### src/rtl/cstk_pkg.sv
package cstk_pkg;

    localparam int BYTE_W   = 8;
    localparam int PC_W     = 16;
    localparam int ADDR_W   = 16;
    localparam int PAGE_PAD = ADDR_W - BYTE_W - 1;
    localparam int BRK_POS  = 4;
    localparam int MAX_XFER = 3;
    localparam int IDX_W    = $clog2(MAX_XFER);

    typedef enum logic [2:0] {
        OP_NONE = 3'd0,
        OP_CALL = 3'd1,
        OP_RET  = 3'd2,
        OP_IRQ  = 3'd3,
        OP_BRK  = 3'd4,
        OP_RTI  = 3'd5
    } op_e;

    typedef enum logic [2:0] {
        PH_IDLE,
        PH_XFER,
        PH_SETI,
        PH_VEC,
        PH_LOAD
    } phase_e;

    typedef enum logic [1:0] {
        SRC_PCH,
        SRC_PCL,
        SRC_ST,
        SRC_NONE
    } src_e;

    typedef struct packed {
        logic wr;
        logic rd;
        src_e src;
    } step_t;

    // index of the final transfer of a command
    function automatic logic [IDX_W-1:0] last_idx(op_e op);
        case (op)
            OP_CALL, OP_RET: last_idx = IDX_W'(1);
            default:         last_idx = IDX_W'(MAX_XFER - 1);
        endcase
    endfunction

    // which byte moves, and in which direction, at transfer idx
    function automatic step_t step_plan(op_e op, logic [IDX_W-1:0] idx);
        step_t s;
        s.wr  = 1'b0;
        s.rd  = 1'b0;
        s.src = SRC_NONE;
        case (op)
            OP_CALL: begin
                s.wr  = 1'b1;
                s.src = (idx == '0) ? SRC_PCH : SRC_PCL;
            end
            OP_RET: begin
                s.rd  = 1'b1;
                s.src = (idx == '0) ? SRC_PCL : SRC_PCH;
            end
            OP_IRQ, OP_BRK: begin
                s.wr  = 1'b1;
                s.src = (idx == '0) ? SRC_PCH :
                        (idx == IDX_W'(1)) ? SRC_PCL : SRC_ST;
            end
            OP_RTI: begin
                s.rd  = 1'b1;
                s.src = (idx == '0) ? SRC_ST :
                        (idx == IDX_W'(1)) ? SRC_PCL : SRC_PCH;
            end
            default: ;
        endcase
        return s;
    endfunction

    function automatic logic accept_ok(op_e op, logic idis);
        case (op)
            OP_CALL, OP_RET, OP_BRK, OP_RTI: accept_ok = 1'b1;
            OP_IRQ:                          accept_ok = ~idis;
            default:                         accept_ok = 1'b0;
        endcase
    endfunction

    // status copy placed on the stack: break marker only for breaks
    function automatic logic [BYTE_W-1:0] push_status(op_e op, logic [BYTE_W-1:0] st);
        logic [BYTE_W-1:0] r;
        r = st;
        r[BRK_POS] = (op == OP_BRK);
        return r;
    endfunction

    function automatic logic [ADDR_W-1:0] stack_addr(logic page, logic [BYTE_W-1:0] lo);
        return {{PAGE_PAD{1'b0}}, page, lo};
    endfunction

endpackage

### src/rtl/cstk_ptr.sv
module cstk_ptr
    import cstk_pkg::*;
#(
    parameter int W = BYTE_W
) (
    input  logic         clk,
    input  logic         ld,
    input  logic [W-1:0] ld_val,
    input  logic         inc,
    input  logic         dec,
    output logic [W-1:0] sp,
    output logic [W-1:0] sp_up
);

    localparam logic [W-1:0] ONE = W'(1);

    // left unreset: software loads the pointer before use
    always_ff @(posedge clk) begin
        if (ld)
            sp <= ld_val;
        else if (inc)
            sp <= sp + ONE;
        else if (dec)
            sp <= sp - ONE;
    end

    assign sp_up = sp + ONE;

endmodule

### src/rtl/cstk_ctrl.sv
module cstk_ctrl
    import cstk_pkg::*;
(
    input  logic              clk,
    input  logic              rst,
    input  logic              cmd_valid,
    input  logic [2:0]        cmd,
    input  logic              irq_dis,
    input  logic [PC_W-1:0]   pc_in,
    input  logic [BYTE_W-1:0] status_in,
    input  logic              page_sel,
    output step_t             step,
    output logic [PC_W-1:0]   pc_q,
    output logic [BYTE_W-1:0] st_q,
    output logic              page_q,
    output logic              busy,
    output logic              set_idis,
    output logic              vec_req,
    output logic              pc_load,
    output logic              status_load
);

    phase_e           phase_q;
    op_e              op_q;
    logic [IDX_W-1:0] idx_q;
    op_e              op_in;
    logic             entry_op;
    logic             pop_op;

    assign op_in    = op_e'(cmd);
    assign entry_op = (op_q == OP_IRQ) || (op_q == OP_BRK);
    assign pop_op   = (op_q == OP_RET) || (op_q == OP_RTI);

    always_ff @(posedge clk) begin
        if (rst) begin
            phase_q <= PH_IDLE;
            op_q    <= OP_NONE;
            idx_q   <= '0;
            pc_q    <= '0;
            st_q    <= '0;
            page_q  <= 1'b0;
        end else begin
            case (phase_q)
                PH_IDLE: begin
                    if (cmd_valid && accept_ok(op_in, irq_dis)) begin
                        phase_q <= PH_XFER;
                        op_q    <= op_in;
                        idx_q   <= '0;
                        pc_q    <= pc_in;
                        st_q    <= push_status(op_in, status_in);
                        page_q  <= page_sel;
                    end
                end
                PH_XFER: begin
                    if (idx_q == last_idx(op_q)) begin
                        idx_q <= '0;
                        if (entry_op)
                            phase_q <= PH_SETI;
                        else if (pop_op)
                            phase_q <= PH_LOAD;
                        else
                            phase_q <= PH_IDLE;
                    end else begin
                        idx_q <= idx_q + IDX_W'(1);
                    end
                end
                PH_SETI: phase_q <= PH_VEC;
                PH_VEC:  phase_q <= PH_IDLE;
                PH_LOAD: phase_q <= PH_IDLE;
                default: phase_q <= PH_IDLE;
            endcase
        end
    end

    always_comb begin
        step = step_plan(op_q, idx_q);
        if (phase_q != PH_XFER) begin
            step.wr  = 1'b0;
            step.rd  = 1'b0;
            step.src = SRC_NONE;
        end
    end

    assign busy        = (phase_q != PH_IDLE);
    assign set_idis    = (phase_q == PH_SETI);
    assign vec_req     = (phase_q == PH_VEC);
    assign pc_load     = (phase_q == PH_LOAD);
    assign status_load = (phase_q == PH_LOAD) && (op_q == OP_RTI);

endmodule

### src/rtl/cstk_restore.sv
module cstk_restore
    import cstk_pkg::*;
(
    input  logic              clk,
    input  logic              rst,
    input  logic              capture,
    input  src_e              src,
    input  logic [BYTE_W-1:0] rdata,
    output logic [PC_W-1:0]   pc_out,
    output logic [BYTE_W-1:0] status_out
);

    logic [BYTE_W-1:0] pch_r;
    logic [BYTE_W-1:0] pcl_r;
    logic [BYTE_W-1:0] st_r;

    always_ff @(posedge clk) begin
        if (rst) begin
            pch_r <= '0;
            pcl_r <= '0;
            st_r  <= '0;
        end else if (capture) begin
            case (src)
                SRC_PCH: pch_r <= rdata;
                SRC_PCL: pcl_r <= rdata;
                SRC_ST:  st_r  <= rdata;
                default: ;
            endcase
        end
    end

    // the live status never holds the break marker
    always_comb begin
        status_out          = st_r;
        status_out[BRK_POS] = 1'b0;
    end

    assign pc_out = {pch_r, pcl_r};

endmodule

### src/rtl/callstack_seq.sv
module callstack_seq
    import cstk_pkg::*;
(
    input  logic              clk,
    input  logic              rst,
    input  logic              cmd_valid,
    input  logic [2:0]        cmd,
    input  logic              irq_dis,
    input  logic [PC_W-1:0]   pc_in,
    input  logic [BYTE_W-1:0] status_in,
    input  logic              page_sel,
    input  logic              sp_load,
    input  logic [BYTE_W-1:0] sp_load_val,
    input  logic [BYTE_W-1:0] mem_rdata,
    output logic [ADDR_W-1:0] mem_addr,
    output logic [BYTE_W-1:0] mem_wdata,
    output logic              mem_we,
    output logic              mem_re,
    output logic              busy,
    output logic [BYTE_W-1:0] sp,
    output logic [PC_W-1:0]   pc_out,
    output logic              pc_load,
    output logic [BYTE_W-1:0] status_out,
    output logic              status_load,
    output logic              set_idis,
    output logic              vec_req
);

    step_t             step;
    logic [PC_W-1:0]   pc_q;
    logic [BYTE_W-1:0] st_q;
    logic              page_q;
    logic [BYTE_W-1:0] sp_up;
    logic [BYTE_W-1:0] addr_lo;

    cstk_ctrl u_ctrl (
        .clk         (clk),
        .rst         (rst),
        .cmd_valid   (cmd_valid),
        .cmd         (cmd),
        .irq_dis     (irq_dis),
        .pc_in       (pc_in),
        .status_in   (status_in),
        .page_sel    (page_sel),
        .step        (step),
        .pc_q        (pc_q),
        .st_q        (st_q),
        .page_q      (page_q),
        .busy        (busy),
        .set_idis    (set_idis),
        .vec_req     (vec_req),
        .pc_load     (pc_load),
        .status_load (status_load)
    );

    cstk_ptr #(.W(BYTE_W)) u_ptr (
        .clk    (clk),
        .ld     (sp_load && !busy),
        .ld_val (sp_load_val),
        .inc    (step.rd),
        .dec    (step.wr),
        .sp     (sp),
        .sp_up  (sp_up)
    );

    cstk_restore u_restore (
        .clk        (clk),
        .rst        (rst),
        .capture    (step.rd),
        .src        (step.src),
        .rdata      (mem_rdata),
        .pc_out     (pc_out),
        .status_out (status_out)
    );

    // pops pre-increment, pushes post-decrement
    assign addr_lo  = step.rd ? sp_up : sp;
    assign mem_addr = stack_addr(page_q, addr_lo);
    assign mem_we   = step.wr;
    assign mem_re   = step.rd;

    always_comb begin
        case (step.src)
            SRC_PCH: mem_wdata = pc_q[PC_W-1:BYTE_W];
            SRC_PCL: mem_wdata = pc_q[BYTE_W-1:0];
            SRC_ST:  mem_wdata = st_q;
            default: mem_wdata = '0;
        endcase
    end

endmodule

### config.mk
export PLATFORM = sky130hd
export DESIGN_NAME = callstack_seq
export DESIGN_NICKNAME = d
export VERILOG_FILES = /design/src/rtl/cstk_pkg.sv /design/src/rtl/cstk_ptr.sv /design/src/rtl/cstk_ctrl.sv /design/src/rtl/cstk_restore.sv /design/src/rtl/callstack_seq.sv
export SDC_FILE = /design/constraint.sdc
export NUM_CORES = 1
export LEC_CHECK = 0
export BUFFER_PORTS_ARGS = -buffer_cell sky130_fd_sc_hd__buf_2
export CAP_MARGIN = 10
export CORE_AREA = 3 3 83 85
export CTS_BUF_LIST = sky130_fd_sc_hd__clkbuf_2 sky130_fd_sc_hd__clkbuf_4 sky130_fd_sc_hd__clkbuf_8
export DETAILED_ROUTE_END_ITERATION = 8
export DIE_AREA = 0 0 86 88
export GPL_TIMING_DRIVEN = 0
export PLACE_DENSITY = 0.92
export SETUP_SLACK_MARGIN = 0.2
export SLEW_MARGIN = 25
export SYNTH_ARGS = -nofsm -noshare
export SYNTH_HDL_FRONTEND = slang
export SYNTH_SLANG_ARGS = --single-unit
### constraint.sdc
create_clock -name clk -period 2.99 [get_ports clk]
set_input_delay 0.1495 -clock clk [delete_from_list [all_inputs] [get_ports clk]]
set_output_delay 0.1495 -clock clk [all_outputs]
set_load 0.03 [all_outputs]
==> impl_metrics.py <==
metrics = {
    "global_route": {
        "overflow": 0,
        "grtUsageMet3": 0.0527,
        "grt_pass1_wl_mm": 14.2,
        "grt_use_met2": 0.425,
        "busiest_layer": "met2",
        "antenna_found_initial": 0,
        "grt_pass1_vias": 3064,
        "grt_max_degree": 14,
        "grt.total_usage": 0.240,
        "grt_use_met1": 0.273,
    },
    "synth": {
        "synth_area_leaders": "dfxtp_1 33%, nand2_1 8.4%, mux2i_1 7.9%",
        "async_flop_share": 0,
        "synth_top_area_frac": 0.329,
        "synth_edf_count": 8,
        "syn_avg_cell_area_um2": 8.69,
        "syn_area_um2": 3410,
        "yosys_warnings": 0,
        "postSynthCellCount": 392,
        "synth_seq_cells": 64,
        "ys_dominant_reg_cell": "dfxtp_1",
        "ys_seq_area_frac": 0.400,
        "synth_area_leader_cell": "dfxtp_1",
        "synth.distinct_cells": 52,
    },
    "clock_tree": {
        "clock-sinks": 64,
        "cts_root_buf": "clkbuf_8",
        "htree_levels": 3,
        "cts_hold_buf": 0,
        "cts_tree": "yes",
        "clkSlewWorstSetupHoldPaths_ns": 0.07,
        "clockBufferDepth": 2,
        "clock_latency_ns": 0.35,
        "numCtsBuffers": 9,
    },
    "finish": {
        "mostFrequentLayoutCells": "105 x buf_2, 76 x nand2_1, 55 x dfxtp_1, 38 x a21oi_1, 34 x nand2b_1",
        "fin_util": 0.695,
        "final_common_cell": "buf_2",
        "fin_nets": 570,
        "synthToLayoutAreaGrowth_pct": 28.1,
        "diodes": 0,
        "finish.instance_area_um2": 4360,
        "drive_gt1_frac": 0.297,
        "fillers": 501,
    },
    "outcome": {
        "status": "completed",
    },
    "die": {
        "start_util": 0.543,
        "ios": 112,
        "dieArea_um2": 7570,
        "fp.dieW_um": 86,
        "row_count": 29,
        "core_um2": 6280,
        "die_h_um": 88,
    },
    "sta": {
        "finalCritPeriodShare": 0.927,
        "hold_viol_final": 0,
        "fmax_mhz": 361,
        "drv_slew": 0,
        "tightest_slew_ns": 0.667,
        "fin_setup_tns_ns": 0,
        "setup_viol": 0,
        "relSlewSlack": 0.552,
        "fin_crit_ns": 2.77,
        "rsz0062_at_grt": "yes",
        "worst_slack_ns": 0.217,
        "clock_skew_ns": 0.0101,
    },
    "critical_path": {
        "crit_path_start_kind": "register",
        "cp_common_cell": "buf_2",
        "critPathCaptureType": "output pin",
        "worstReg2RegStart": "u_ctrl.op_q[2]$_SDFFE_PP0P_",
        "path_buf_inv": 3,
        "cp_max_fo": 10,
        "crit_arrival_ns": 2.62,
        "crit_required_ns": 2.84,
        "r2r_cells": 8,
        "ff2ff_setup_slack_ns": 0.62,
        "cp_cell_sequence": "buf_2 -> nand3b_1 -> nor3_1 -> nor2_4 -> buf_6 -> mux2_1 -> a22o_1 -> buf_2",
        "crit_slowest_cell": "nor3_1",
        "path_delay_family": "simple AND/OR/NAND/NOR gates",
        "critical_path_class": "register to output pin",
        "slowest_delay_ns": 0.54,
        "r2r_end": "u_restore.st_r[5]$_SDFFE_PP0P_",
    },
    "worst_hold_path": {
        "whs_path_depth": 3,
        "hp-start": "page_sel",
        "hp-class": "input port to register",
        "min_to": "u_ctrl.page_q$_SDFFE_PP0P_",
    },
    "flow_run": {
        "maxCapViolCount": 0,
    },
    "place": {
        "placedInstanceArea_um2": 4030,
        "dp_hpwl_mm": 6.55,
        "pre_cts_slack_ns": 0.456,
        "portBuffers": 101,
        "routabilityCongestion": 0.945,
    },
    "detailed_routing": {
        "via_per_inst": 5.41,
        "routedWlPerCell_um": 15.2,
        "wl_mm": 9.04,
        "vias": 3223,
        "drt-initial-drc-count": 314,
        "first_pass_iters": 4,
        "drc": 0,
        "ant_nets": 0,
    },
    "pwr": {
        "vdd.ir_drop.worst_v": 0.000425,
        "fin_total_pwr_uw": 2350,
        "p_per_area_nw_per_um2": 540,
        "p_leak_uw": 0.00200,
    },
}
==> cell usage after synthesis, types with 2 or more instances <==
master / number
clkbuf_1: 15
nand2_1: 76
nor3b_2: 2
inv_1: 5
mux2_1: 8
or3_1: 2
o21ai_0: 4
nor2b_1: 3
nor3_1: 7
nand2b_1: 34
edfxtp_1: 8
a21oi_1: 38
ha_1: 7
and2_1: 4
o21ai_1: 4
nand3_2: 2
o211ai_1: 2
dfxtp_1: 56
buf_6: 3
nor3b_1: 2
and3b_1: 2
buf_4: 9
nand3_1: 7
xnor2_1: 8
o2111ai_1: 2
nor2_1: 13
a22o_1: 8
buf_1: 2
and4_1: 2
buf_2: 5
xor2_1: 5
mux2i_1: 27
==> cell families (layout without fill, tap and decap cells) <==
kind of cell / count (synthesis) / in the layout / share of synthesized area
and+or+nand+nor: 162 / 162 / 0.242
AOI/OAI and AO/OA: 70 / 70 / 0.129
DFF: 64 / 64 / 0.400
buffers and inverters: 40 / 160 / 0.0624
muxes: 35 / 35 / 0.106
xor gates and xnor gates: 13 / 13 / 0.0334
adders and majority gates: 7 / 7 / 0.0257
other: 1 / 8 / 0.00110
==> tightest hold or removal path: cells and delay by family <==
kind            cells  cell delay (ns)
simple gates        1             0.04
buf+inv             1             0.09
compound gates      1             0.05
==> timing repair <==
item                                    CTS  global route
resized for setup                         4            11
pin swaps                                 1             1
setup buffers                             2             1
endpoints found under the setup margin    8             9
cloned                                    0             0
==> report_power, final <==
group | switching (uW) | total [uW] | internal, uW
registers | 37.8 | 959 | 921
logic | 295 | 463 | 168
clock network | 369 | 933 | 564
==> sequential cells by signal (all words and copies together) (netlist names) <==
signal / count
u_ctrl.phase_q: 3
u_restore.pcl_r: 8
u_ctrl.st_q: 8
u_ctrl.idx_q: 2
u_ctrl.pc_q: 16
u_ptr.sp: 8
u_restore.pch_r: 8
u_restore.st_r: 7
u_ctrl.page_q: 1
u_ctrl.op_q: 3
==> metrics by stage <==
| stage | instances | hold WS (ns) |
|---|---|---|
| CTS | 595 | 0.0215 |
| global route | 596 | 0.0316 |
| detailed placement | 577 | 0.397 |
| floorplan | 399 | 0.285 |
| finish | 596 | 0.0328 |
| global placement | 577 | 0.390 |
==> how the worst max path moves through the flow <==
stage	slack [ns]	cells past startpoint	end	from
global placement	0.51	9	mem_wdata[3]	u_ctrl.idx_q[0]$_SDFFE_PP0P_
detailed placement	0.46	9	mem_wdata[3]	u_ctrl.idx_q[0]$_SDFFE_PP0P_
finish	0.22	8	mem_wdata[2]	u_ctrl.op_q[2]$_SDFFE_PP0P_
floorplan	0.77	8	mem_wdata[1]	u_ctrl.idx_q[0]$_SDFFE_PP0P_
global route	0.14	8	mem_wdata[2]	u_ctrl.op_q[2]$_SDFFE_PP0P_
CTS	0.21	9	mem_wdata[2]	u_ctrl.idx_q[0]$_SDFFE_PP0P_
==> per-layer routing <==
metal,part of all wire,vias up
li1,-,1571
met1,0.38,1457
met2,0.51,172
met3,0.086,23
met4,0.029,0
met5,0,-
==> area by class of cell <==
cell class                      instances  area, um2  area share
Multi-Input combinational cell        295       1910       0.437
Sequential cell                        64       1370       0.313
Timing Repair Buffer                  104        531       0.122
Buffer                                 34        190      0.0436
Clock inverter                          7        125      0.0287
Clock buffer                            9        124      0.0284
Tap cell                               77       96.3      0.0221
Inverter                                6       22.5     0.00516
Note: power is estimated with default switching activity, not from simulation.
